$ cat config.mk
export PLATFORM = sky130hd
export DESIGN_NAME = rtc_frac_counter
export DESIGN_NICKNAME = d
export VERILOG_FILES = /design/src/rtl/rtc_pkg.sv /design/src/rtl/rtc_ctl.sv /design/src/rtl/rtc_accum.sv /design/src/rtl/rtc_snap.sv /design/src/rtl/rtc_outs.sv /design/src/rtl/rtc_frac_counter.sv
export SDC_FILE = /design/constraint.sdc
export NUM_CORES = 1
export LEC_CHECK = 0
export CORE_UTILIZATION = 45
export CTS_CLUSTER_DIAMETER = 60
export DETAILED_ROUTE_END_ITERATION = 7
export PLACE_DENSITY = 0.77
export SYNTH_ARGS = -nofsm -noshare
export SYNTH_HDL_FRONTEND = slang
export SYNTH_HIERARCHICAL = 1
export SYNTH_SLANG_ARGS = --single-unit
$ cat constraint.sdc
create_clock -name clk -period 4.4 [get_ports clk]
set_input_delay 0.44 -clock clk [delete_from_list [all_inputs] [get_ports clk]]
set_output_delay 0.44 -clock clk [all_outputs]
set_load 0.1 [all_outputs]
$ cat src/rtl/rtc_pkg.sv
package rtc_pkg;
  localparam int unsigned SEC_BITS  = 32;
  localparam int unsigned FRAC_BITS = 32;
  localparam int unsigned STEP_BITS = 24;
  localparam int unsigned REM_BITS  = 6;
  localparam int unsigned TAP_POS   = 19;
  localparam int unsigned VIEW_HALF = 16;
  // 2^38 / 32768: one nominal slow-clock period in 2^-38 s units
  localparam logic [STEP_BITS-1:0] STEP_NOMINAL = 24'h80_0000;
endpackage

$ cat src/rtl/rtc_ctl.sv
// Clear request (pending for one cycle) and the step register.
module rtc_ctl #(
  parameter int unsigned  INC_W   = rtc_pkg::STEP_BITS,
  parameter logic [INC_W-1:0] INC_RST = rtc_pkg::STEP_NOMINAL
) (
  input  logic             clk,
  input  logic             rst,
  input  logic             clr_wr,
  input  logic             inc_wr,
  input  logic [INC_W-1:0] inc_data,
  output logic             clr_pend,
  output logic [INC_W-1:0] step_q
);
  always_ff @(posedge clk) begin
    if (rst) begin
      clr_pend <= 1'b0;
      step_q   <= INC_RST;
    end else begin
      // a pending clear is consumed on the edge that performs it
      clr_pend <= clr_wr;
      if (inc_wr) step_q <= inc_data;
    end
  end
endmodule

$ cat src/rtl/rtc_accum.sv
// Seconds/fraction accumulator with a hidden low-order remainder.
module rtc_accum #(
  parameter int unsigned SEC_W  = rtc_pkg::SEC_BITS,
  parameter int unsigned FRAC_W = rtc_pkg::FRAC_BITS,
  parameter int unsigned INC_W  = rtc_pkg::STEP_BITS,
  parameter int unsigned HID_W  = rtc_pkg::REM_BITS
) (
  input  logic              clk,
  input  logic              rst,
  input  logic              run,
  input  logic              clr,
  input  logic [INC_W-1:0]  step,
  output logic [SEC_W-1:0]  sec_q,
  output logic [FRAC_W-1:0] frac_q
);
  localparam int unsigned ALIGN_W = INC_W - HID_W;

  logic [HID_W-1:0]  rem_q;
  logic [HID_W:0]    rem_sum;
  logic [FRAC_W:0]   frac_sum;
  logic [SEC_W-1:0]  sec_sum;

  always_comb begin
    rem_sum  = {1'b0, rem_q} + {1'b0, step[HID_W-1:0]};
    frac_sum = {1'b0, frac_q}
             + {{(FRAC_W + 1 - ALIGN_W){1'b0}}, step[INC_W-1:HID_W]}
             + {{FRAC_W{1'b0}}, rem_sum[HID_W]};
    sec_sum  = sec_q + {{(SEC_W - 1){1'b0}}, frac_sum[FRAC_W]};
  end

  always_ff @(posedge clk) begin
    if (rst || clr) begin
      rem_q  <= '0;
      frac_q <= '0;
      sec_q  <= '0;
    end else if (run) begin
      rem_q  <= rem_sum[HID_W-1:0];
      frac_q <= frac_sum[FRAC_W-1:0];
      sec_q  <= sec_sum;
    end
  end
endmodule

$ cat src/rtl/rtc_snap.sv
// Fraction copy taken when the seconds are read.
module rtc_snap #(
  parameter int unsigned FRAC_W = rtc_pkg::FRAC_BITS
) (
  input  logic              clk,
  input  logic              rst,
  input  logic              rd,
  input  logic [FRAC_W-1:0] frac,
  output logic [FRAC_W-1:0] snap_q
);
  always_ff @(posedge clk) begin
    if (rst)     snap_q <= '0;
    else if (rd) snap_q <= frac;
  end
endmodule

$ cat src/rtl/rtc_outs.sv
// Toggle output and gated reference tap.
module rtc_outs #(
  parameter int unsigned FRAC_W = rtc_pkg::FRAC_BITS,
  parameter int unsigned TAP    = rtc_pkg::TAP_POS
) (
  input  logic              clk,
  input  logic              rst,
  input  logic              run,
  input  logic              tap_en,
  input  logic              tog_en,
  input  logic [FRAC_W-1:0] frac,
  output logic              tap_o,
  output logic              tog_q
);
  always_ff @(posedge clk) begin
    if (rst || !tog_en) tog_q <= 1'b0;
    else                tog_q <= ~tog_q;
  end

  assign tap_o = frac[TAP] & tap_en & run;
endmodule

$ cat src/rtl/rtc_frac_counter.sv
module rtc_frac_counter #(
  parameter int unsigned  SEC_W   = rtc_pkg::SEC_BITS,
  parameter int unsigned  FRAC_W  = rtc_pkg::FRAC_BITS,
  parameter int unsigned  INC_W   = rtc_pkg::STEP_BITS,
  parameter int unsigned  HID_W   = rtc_pkg::REM_BITS,
  parameter int unsigned  TAP     = rtc_pkg::TAP_POS,
  parameter int unsigned  HALF_W  = rtc_pkg::VIEW_HALF,
  parameter logic [INC_W-1:0] INC_RST = rtc_pkg::STEP_NOMINAL
) (
  input  logic                clk,
  input  logic                rst,
  input  logic                run_en,
  input  logic                clr_wr,
  input  logic                inc_wr,
  input  logic [INC_W-1:0]    inc_data,
  input  logic                rd_sec,
  input  logic                tap_en,
  input  logic                tog_en,
  output logic [SEC_W-1:0]    sec_o,
  output logic [FRAC_W-1:0]   frac_o,
  output logic [FRAC_W-1:0]   snap_o,
  output logic [2*HALF_W-1:0] ctime_o,
  output logic                ref4k_o,
  output logic                tog_o,
  output logic                clr_busy_o
);
  logic [INC_W-1:0] step;

  rtc_ctl #(.INC_W(INC_W), .INC_RST(INC_RST)) u_ctl (
    .clk(clk), .rst(rst), .clr_wr(clr_wr), .inc_wr(inc_wr),
    .inc_data(inc_data), .clr_pend(clr_busy_o), .step_q(step)
  );

  rtc_accum #(.SEC_W(SEC_W), .FRAC_W(FRAC_W), .INC_W(INC_W), .HID_W(HID_W)) u_acc (
    .clk(clk), .rst(rst), .run(run_en), .clr(clr_busy_o), .step(step),
    .sec_q(sec_o), .frac_q(frac_o)
  );

  rtc_snap #(.FRAC_W(FRAC_W)) u_snap (
    .clk(clk), .rst(rst), .rd(rd_sec), .frac(frac_o), .snap_q(snap_o)
  );

  rtc_outs #(.FRAC_W(FRAC_W), .TAP(TAP)) u_outs (
    .clk(clk), .rst(rst), .run(run_en), .tap_en(tap_en), .tog_en(tog_en),
    .frac(frac_o), .tap_o(ref4k_o), .tog_q(tog_o)
  );

  assign ctime_o = {sec_o[HALF_W-1:0], frac_o[FRAC_W-1 -: HALF_W]};
endmodule

# Word level (Yosys, flattened, before mapping)
# Index checks and enable logic that the tools add are counted.
dict set report word_totals {
  reg_bits 128
  input_bits 32
  word_cells 17
}
dict set report op_classes {
  addsub 4
  bitwise_logic 3
  reduce_logical 3
}
# cell count
set ops {}
lappend ops {{32-bit by 18-bit adder with 33-bit output} 1}
lappend ops {{33-bit by 1-bit adder with 33-bit output} 1}
lappend ops {{32-bit by 1-bit adder with 32-bit output} 1}
lappend ops {{6-bit by 6-bit adder with 7-bit output} 1}
lappend ops {{1-bit AND} 2}
lappend ops {{1-bit logical OR} 2}
lappend ops {{1-bit zero test} 1}
lappend ops {{1-bit inverter} 1}

# Logic depth before layout (Yosys ltp)
# Gate-level depths: netlist of the first run.
dict set report depth {
  depth_word 3
  mapped_depth 23
  depth_no_buf 23
}

# Hierarchy
# The synthesis of the first run kept the hierarchy.
# mod instances cells_per_inst area_per_inst_um2 seq_area_each_um2
set modules_own_cells {}
lappend modules_own_cells {rtc_accum 1 473 4028.9 1401.3}
lappend modules_own_cells {rtc_snap 1 103 1163.6 640.6}
lappend modules_own_cells {rtc_ctl 1 80 903.4 500.5}
lappend modules_own_cells {rtc_frac_counter 1 32 240.2 0.0}
lappend modules_own_cells {rtc_outs 1 3 38.8 20.0}

# Least setup slack after synthesis of the first run
# Ideal clock, no wire load.
dict set report synth_timing {
  path_kind {register to register}
  startpoint {register u_acc.frac_q[0]}
  endpoint {register u_acc.sec_q[26]}
  setup_ns 0.067
  t_arrival_ns 4.835
  required_ns 4.333
  slack_ns -0.502
  path_stages_with_launch 19
  path_buffers 0
  synth_period_minus_slack_ns 4.902
  path_cell_list {dfxtp_1 inv_1 fa_1 fa_1 and2b_1 o31a_1 a41oi_4 o21ai_4 nand2_1 nor4_1 ha_1 ha_1 nand3_1 nor4_4 nand2_1 nor2_2 nand4_1 xor2_1 nor2_1}
}
dict set report synth_between {
  elab_chain_cells 3
}
# item line
set synth_rtl {}
lappend synth_rtl {{from (decl)} rtc_accum.sv:14} ;# output logic [FRAC_W-1:0] frac_q
lappend synth_rtl {{from (signal assigned)} rtc_accum.sv:38} ;# frac_q <= frac_sum[FRAC_W-1:0];
lappend synth_rtl {{32-bit by 18-bit adder with 33-bit output} rtc_accum.sv:26} ;# + {{(FRAC_W + 1 - ALIGN_W){1'b0}}, step[INC_W-1:HID_W]}
lappend synth_rtl {{33-bit by 1-bit adder with 33-bit output} rtc_accum.sv:27} ;# + {{FRAC_W{1'b0}}, rem_sum[HID_W]};
lappend synth_rtl {{32-bit by 1-bit adder with 32-bit output} rtc_accum.sv:28} ;# sec_sum = sec_q + {{(SEC_W - 1){1'b0}}, frac_sum[FRAC_W]};
lappend synth_rtl {{to (signal assigned)} rtc_accum.sv:39} ;# sec_q <= sec_sum;
lappend synth_rtl {{to (decl)} rtc_accum.sv:13} ;# output logic [SEC_W-1:0] sec_q,
# No other way between the ends.
# A chain may end at the register's enable or synchronous reset.

# Final worst setup path of the first run
dict set report layout_timing {
  startpoint {register u_ctl.step_q[0]}
  endpoint {register u_acc.sec_q[30]}
}
dict set report layout_between {
  elab_chain_cells 3
}
# item line
set layout_rtl {}
lappend layout_rtl {{from (decl)} rtc_ctl.sv:12} ;# output logic [INC_W-1:0] step_q
lappend layout_rtl {{from (signal assigned)} rtc_ctl.sv:21} ;# if (inc_wr) step_q <= inc_data;
lappend layout_rtl {{6-bit by 6-bit adder with 7-bit output} rtc_accum.sv:24} ;# rem_sum = {1'b0, rem_q} + {1'b0, step[HID_W-1:0]};
lappend layout_rtl {{33-bit by 1-bit adder with 33-bit output} rtc_accum.sv:27}
lappend layout_rtl {{32-bit by 1-bit adder with 32-bit output} rtc_accum.sv:28}
# No other way between the ends.

==> metrics.md, run 1 <==
| Metric | Value |
|---|---|
| Sw Ratio | `between 20% and 30%` |
| Synth top area share | `approximately 40%` |
| Initial antenna violation count | `0` |
| Final WL | `15.3 mm` |
| Hpwl dp | `10.4 mm` |
| Num rows | `between 40 and 50` |
| Post-synth EDFFs | `0` |
| Gp weighted congestion | `0.834` |
| ANT nets after route | `0` |
| FF-to-FF path depth | `23` |
| Avg Cell Area, Syn | `9.23 um^2` |
| Tcrit/Tclk final | `98.6%` |
| Register area | `0.00257 mm^2` |
| Pin count of the biggest net entering global routing | `40` |
| Cell Area, Synth | `0.00637 mm^2` |
| CTS tree | `built` |
| FFs w/ async S/R, synth | `0%` |
| Unrepaired setup endpoints after global routing | `true` |
| Cell Int Power | `0.00227 W` |
| Area Growth Syn to Fin | `35.0%` |
| Synth area leaders | `dfxtp_1, mux2i_1, nor2_1` |
| Port Buffers | `162` |
| CTS buffer count | `17` |
| Worst vdd ir | `271 uV` |
| Status | `completed` |
| First drt pass iteration count | `5` |
| Final core occ | `62.2%` |
| Pwr Density | `355 mW/mm^2` |
| Chip height | `121 um` |
| WHS Path Cells | `1` |
| Vias in the first global route | `4751` |
| Worst Tran Pin Value | `1.06 ns` |
| Hold Slack | `0.432 ns` |
| Worst path arrival time | `4.63 ns` |
| Max-slew violation count | `0` |
| Clock Power Share | `48.8%` |
| R2R Path Start | `u_ctl/step_q[0]` |
| Fill cell count | `1132` |
| Area of the multi-input gates | `0.00341 mm^2` |
| Die area | `0.0146 mm^2` |
| CP startpoint | `u_ctl/step_q[0]` |
| Max-cap violations | `0` |
| Vias/cell | `5.12` |
| DR WL/cell | `15.0 um` |
| Setup crit end kind | `flip-flop` |
| HP Class | `reg2reg` |
| Power share of the combinational group | `a little under an eighth` |
| Non-Filler Instances | `1017` |
| Seq/Total Area, Yosys | `40.2%` |
| Minimum clock period | `4.34 ns` |
| CP max FO | `4` |
| Syn nets | `752` |
| Share of layout cells above drive strength 1 | `10.6%` |
| Worst Path Class, Setup | `reg2reg` |
| Required time worst endpoint | `4.69 ns` |
| Mapped Cells | `about 690` |
| Vias | `between 5000 and 6000` |
| P_leak | `3.44 nW` |
| DP Cell Count | `979` |
| Setup TNS | `0 ns` |
| Startpoint Class | `flip-flop` |
| Root Buffer | `clkbuf_16` |
| DRC errors left | `0` |
| Rel. slew slack | `29.3%` |
| Net Sw Power | `0.000782 W` |
| Final setup fails | `0` |
| Count of different cell masters after synthesis | `61` |
| Die W | `121 um` |
| N_diodes | `0` |
| Ports | `163` |
| Share of power burned in registers | `39.7%` |
| Grt ovf | `0` |
| Synth Flop Type | `dfxtp_1` |
| Worst reg-to-reg setup slack | `0.06 ns` |
| Detailed Route Iter0 Violations | `401` |
| Clock transition at the registers of the reported paths | `0.05 ns` |
| Flops & latches, synth | `128` |
| # nets final | `885` |
| First-pass GRT wire length | `roughly 24 mm` |
| Peak Freq | `231 MHz` |
| Clock buffer depth | `2` |
| Core area | `between 0.01 and 0.015 mm^2` |
| Global Route Usage Sum | `21.4%` |
| Cell taking the most area after synthesis | `dfxtp_1` |
| Yosys warnings | `6` |
| Final Skew | `between 0.008 and 0.009 ns` |
| Hold-fix buffers at CTS | `0` |
| H-tree levels | `4` |
| Clock Latency Late Sink | `~0.42 ns` |
| CTS Sinks | `128` |
| Final Hold Viols | `0` |
| Starting Density | `approximately 46%` |
| FF-to-FF End | `u_acc/sec_q[30]` |
| CP endpoint | `u_acc/sec_q[30]` |
==> power by group through the flow <==
stage	combinational, W	clock, W	sequential [W]
after floorplan	0.000179	0	0.00132
after global placement	0.000343	0	0.00124
after detailed placement	0.000346	0	0.00124
after CTS	0.000349	0.00152	0.00121
after global routing	0.000374	0.00157	0.00122
final	0.000351	0.00149	0.00121
==> synth_stat cells, types with 3 or more instances <==
library cell / number
nand2_1: 40
buf_1: 4
buf_4: 34
clkbuf_1: 14
a211oi_1: 4
nor2b_1: 4
nor2_1: 128
a21oi_1: 30
nand4_1: 11
inv_1: 12
a31oi_1: 5
mux2i_1: 65
xnor2_1: 20
dfxtp_1: 128
ha_1: 26
o21a_1: 5
a41o_1: 3
nor2_2: 3
a21o_1: 7
and3_1: 10
nand4b_1: 3
nand3_1: 26
nor3_1: 9
buf_12: 5
buf_2: 5
o21ai_1: 7
xor2_1: 30
o21ai_0: 5
o21bai_1: 3
fa_1: 3
==> placed cells by master (no fill, tap or decap), types with 3 or more instances in the layout <==
master,n
a211oi_1,4
a21o_1,7
a21oi_1,28
a21oi_2,3
a31oi_1,5
a41o_1,3
and3_1,10
buf_2,3
buf_4,15
bufinv_16,4
clkbuf_16,17
clkdlybuf4s50_1,159
clkinv_4,4
clkinvlp_4,3
dfxtp_1,125
dfxtp_2,3
fa_2,3
ha_1,22
ha_4,3
inv_1,12
mux2i_1,65
nand2_1,36
nand2_2,4
nand3_1,24
nand4_1,11
nand4b_1,3
nor2_1,126
nor2_2,3
nor2b_1,4
nor3_1,9
nor4_4,3
o21a_1,5
o21ai_0,5
o21ai_1,7
o21bai_1,3
xnor2_1,20
xor2_1,30
==> registers in the layout, summed over array words and instances (netlist names) <==
register,flops
u_acc/frac_q,32
u_acc/rem_q,6
u_acc/sec_q,32
u_ctl/clr_pend,1
u_ctl/step_q,24
u_outs/tog_q,1
u_snap/snap_q,32
==> cell families after synthesis <==
group	Yosys count	share of synthesized area, %
xor+xnor	50	6.87
compound gates	87	9.54
simple gates	255	19.0
buf+inv	77	8.14
fa+ha+maj	29	6.05
flops	128	40.2
mux	65	10.2
==> worst max-delay path, stage by stage, from the launching register on <==
cell and delay (ns):
dfxtp_2 0.35, ha_4 0.14, fa_2 0.20, a21oi_2 0.05
o21bai_1 0.20, a21o_1 0.16, a21oi_2 0.07, fa_2 0.36
fa_2 0.34, and2b_1 0.23, o31a_1 0.20, a41oi_4 0.14
o21ai_4 0.17, nand2_2 0.09, nor4_4 0.20, ha_2 0.25
ha_4 0.14, nand3_4 0.08, nor4_4 0.21, nand2_2 0.12
nor2_4 0.14, nand4_1 0.13, xor2_1 0.17, nor2_1 0.06
==> worst min-delay path by stage <==
stage | start | end | slack, ns
floorplan | u_ctl/step_q[6] | u_ctl/step_q[6] | 0.46
global placement | u_outs/tog_q | u_outs/tog_q | 0.42
detailed placement | u_outs/tog_q | u_outs/tog_q | 0.43
CTS | run_en | u_acc/frac_q[13] | 0.42
global route | u_outs/tog_q | u_outs/tog_q | 0.46
finish | u_outs/tog_q | u_outs/tog_q | 0.43
==> repair_timing <==
item,in CTS,in global routing
gates resized for setup,2,11
buffers inserted,1,5
pin swaps,1,1
hold endpoints to repair,0,0
setup endpoints to repair,4,22
==> area by class of cell <==
cell class	count	area share, %
Inverter	13	0.567
Timing Repair Buffer	178	20.1
Multi-Input combinational cell	486	39.6
Clock buffer	19	5.15
Sequential cell	128	29.8
Clock inverter	13	2.18
Tap cell	180	2.62
==> through the flow <==
step / setup slack [ns] / area [um^2] / total power (W)
floorplan: 0.00442 / 6440 / 0.00150
global placement: 0.0427 / 7870 / 0.00158
detailed placement: -0.0581 / 7870 / 0.00158
CTS: 0.00198 / 8520 / 0.00308
global route: -0.179 / 8610 / 0.00316
finish: 0.0637 / 8610 / 0.00305
==> per-layer routing <==
layer	vias up	share of wire, %	track usage, %
met2	110	49	36.0
met4	0	1.1	7.64
met5	-	0	0
li1	2615	-	-
met1	2471	46	26.7
met3	13	3.9	4.98
Power figures use the tool's default switching activity.
==> inputs of run 2 (changes only) <==
Settings changed: CORE_UTILIZATION 45 to 41, PLACE_DENSITY 0.77 to 0.72, TNS_END_PERCENT set to 100.
==> run 2 against run 1 <==
  * Final cell count rose by 0.79%
  * Utilization fell by 5.5 points
  * Worst hold slack improved by 0.0016 ns
  * Sequential power barely moved
  * Maximum frequency rose by 0.41%
  * Final area rose by 0.17%
  * Flip-flop and latch count did not move
  * Critical path type unchanged
  * Largest cell class unchanged
  * Largest power group unchanged
  * Highest routed layer unchanged
==> metrics.md, run 2 (synthesis results as in run 1) <==
| Metric | Value |
|---|---|
| Status | `completed` |
| Setup crit end kind | `flip-flop` |
| Pin count of the biggest net entering global routing | `61` |
| CP max-delay cell | `dfxtp_2` |
| Unrepaired setup endpoints after global routing | `true` |
| Root Buffer | `clkbuf_16` |
| Max-cap violations | `0` |
| Worst Path Class, Setup | `reg2reg` |
| Clock Latency Late Sink | `between 0.4 and 0.5 ns` |
| Commonest non-fill, non-tap cell in the layout | `clkdlybuf4s50_1` |
| Clock transition at the registers of the reported paths | `0.06 ns` |
| CP most frequent cell | `fa_2` |
| Clock Power Share | `48.7%` |
| Final setup fails | `0` |
| Global Route Usage Sum | `19.3%` |
| Vias in the first global route | `4842` |
| Minimum clock period | `4.32 ns` |
| Grt ovf | `0` |
| Share of power burned in registers | `39.8%` |
| Net Sw Power | `0.000782 W` |
| Final WL | `15.4 mm` |
| Startpoint Class | `flip-flop` |
| N_diodes | `0` |
| H-tree levels | `4` |
| Core area | `0.0152 mm^2` |
| Max-slew violation count | `0` |
| First drt pass iteration count | `4` |
| Num rows | `45` |
| Area Growth Syn to Fin | `35.3%` |
| Tcrit/Tclk final | `98.1%` |
| DR WL/cell | `15.0 um` |
| Cell Int Power | `roughly 0.0023 W` |
| Final core occ | `~57%` |
| DRC errors left | `0` |
| Worst path cell trace | `ha_4 > fa_2 > a21oi_2 > o21bai_1 > a21o_1 > a21oi_2 > fa_2 > fa_2 > and2b_1 > o31a_1 > a41oi_4 > o21ai_4 > nand2_2 > nor4_4 > ha_2 > nand4_1 > nor4_4 > nand2_2 > nor2_4 > nand3_1 > xor2_1 > nor2_1` |
| Slowest stage delay, CP | `about 0.35 ns` |
| HP Class | `reg2reg` |
| Starting Density | `41.9%` |
| Chip height | `127 um` |
| Die W | `about 130 um` |
| Die area | `between 0.015 and 0.02 mm^2` |
| Gp weighted congestion | `approximately 0.84` |
| Final Cell Area | `0.00862 mm^2` |
| Initial antenna violation count | `0` |
| ANT nets after route | `0` |
| CP bufs+invs | `0` |
| Power share of the combinational group | `between 10 and 15%` |
| Worst path arrival time | `4.62 ns` |
| CP max FO | `4` |
| Final Skew | `0.00872 ns` |
| Detailed Route Iter0 Violations | `287` |
| CTS Sinks | `around 130` |
| First-pass GRT wire length | `24.4 mm` |
| Worst Tran Pin Value | `1.04 ns` |
| CP delay by family, top | `simple AND/OR/NAND/NOR gates` |
| Rel. slew slack | `30.6%` |
| Final Hold Viols | `0` |
| CTS buffer count | `17` |
| Worst vdd ir | `262 uV` |
| Vias | `5226` |
| Vias/cell | `~5.1` |
| CTS tree | `built` |
| # nets final | `886` |
| Placed cell areas | `between 0.007 and 0.008 mm^2` |
| Peak Freq | `232 MHz` |
| Design Power | `0.00305 W` |
| Sw Ratio | `25.6%` |
| Setup TNS | `0 ns` |
| Port Buffers | `162` |
| Pwr Density | `354 mW/mm^2` |
| Commonest cells after routing, fill and taps aside | `clkdlybuf4s50_1, nor2_1, dfxtp_1` |
| Hpwl dp | `10.5 mm` |
| Required time worst endpoint | `4.70 ns` |
| P_leak | `~3.5 nW` |
| Ports | `163` |
| Clock buffer depth | `2` |
| Share of layout cells above drive strength 1 | `10.8%` |
| Top flop regs | `u_acc/frac_q: 32 flops, u_acc/sec_q: 32 flops, u_snap/snap_q: 32 flops` |
-- run 2: cell count changes in the layout (fill, tap and decap cells not counted), moves of 2 or more --
cell / delta
nor2_2: -2
nor2_1: +2
clkinvlp_4: -3
nand3_1: -2
buf_4: +2
nand3_2: +2
-- run 2: path summary, 6_finish.rpt --
path | startpoint | endpoint | depth (start not counted) | slack (ns)
max reg2reg | u_ctl/step_q[0] | u_acc/sec_q[29] | 22 | 0.08
min reg2reg | u_outs/tog_q | u_outs/tog_q | 1 | 0.43
max | u_ctl/step_q[0] | u_acc/sec_q[29] | 22 | 0.08
min | u_outs/tog_q | u_outs/tog_q | 1 | 0.43
-- run 2: per-stage QoR --
stage,hold WS (ns),cells,worst slack [ns]
2_1_floorplan,0.460,691,0.00442
3_3_place_gp,0.419,987,0.0377
3_5_place_dp,0.423,987,-0.0965
4_1_cts,0.430,1020,0.0127
5_1_grt,0.458,1025,-0.225
6_report,0.434,1025,0.0816
-- run 2: repair_timing --
| action | 4_1_cts | 5_1_grt |
|---|---|---|
| hold buffers | 0 | 0 |
| endpoints found under the setup margin | 9 | 20 |
| gates resized for setup | 1 | 11 |
| pin swaps | 2 | 7 |
| cloned | 0 | 0 |
| setup buffers | 2 | 6 |
-- run 2: area by class of cell --
type | instances | area, um^2
clock inverter | 13 | 188
sequential | 128 | 2570
clock buffer | 18 | 439
timing repair buffer | 179 | 1730
inverter | 13 | 48.8
multi-input combinational | 486 | 3410
tap | 188 | 235
fill | 1361 | 6580
-- run 2: power groups by stage --
stage	Clock [W]	Sequential, W	Combinational, W
3_5_place_dp	0	0.00124	0.000346
2_1_floorplan	0	0.00132	0.000179
6_report	0.00149	0.00121	0.000351
5_1_grt	0.00157	0.00122	0.000373
3_3_place_gp	0	0.00124	0.000344
4_1_cts	0.00151	0.00121	0.000349
-- run 2: routing by layer --
metal	vias up	track usage [%]	routed length (um)
met1	2463	23.6	6800
met3	12	4.85	775
met4	0	6.37	165
li1	2612	-	-
met2	139	33.1	7630
met5	-	0	0
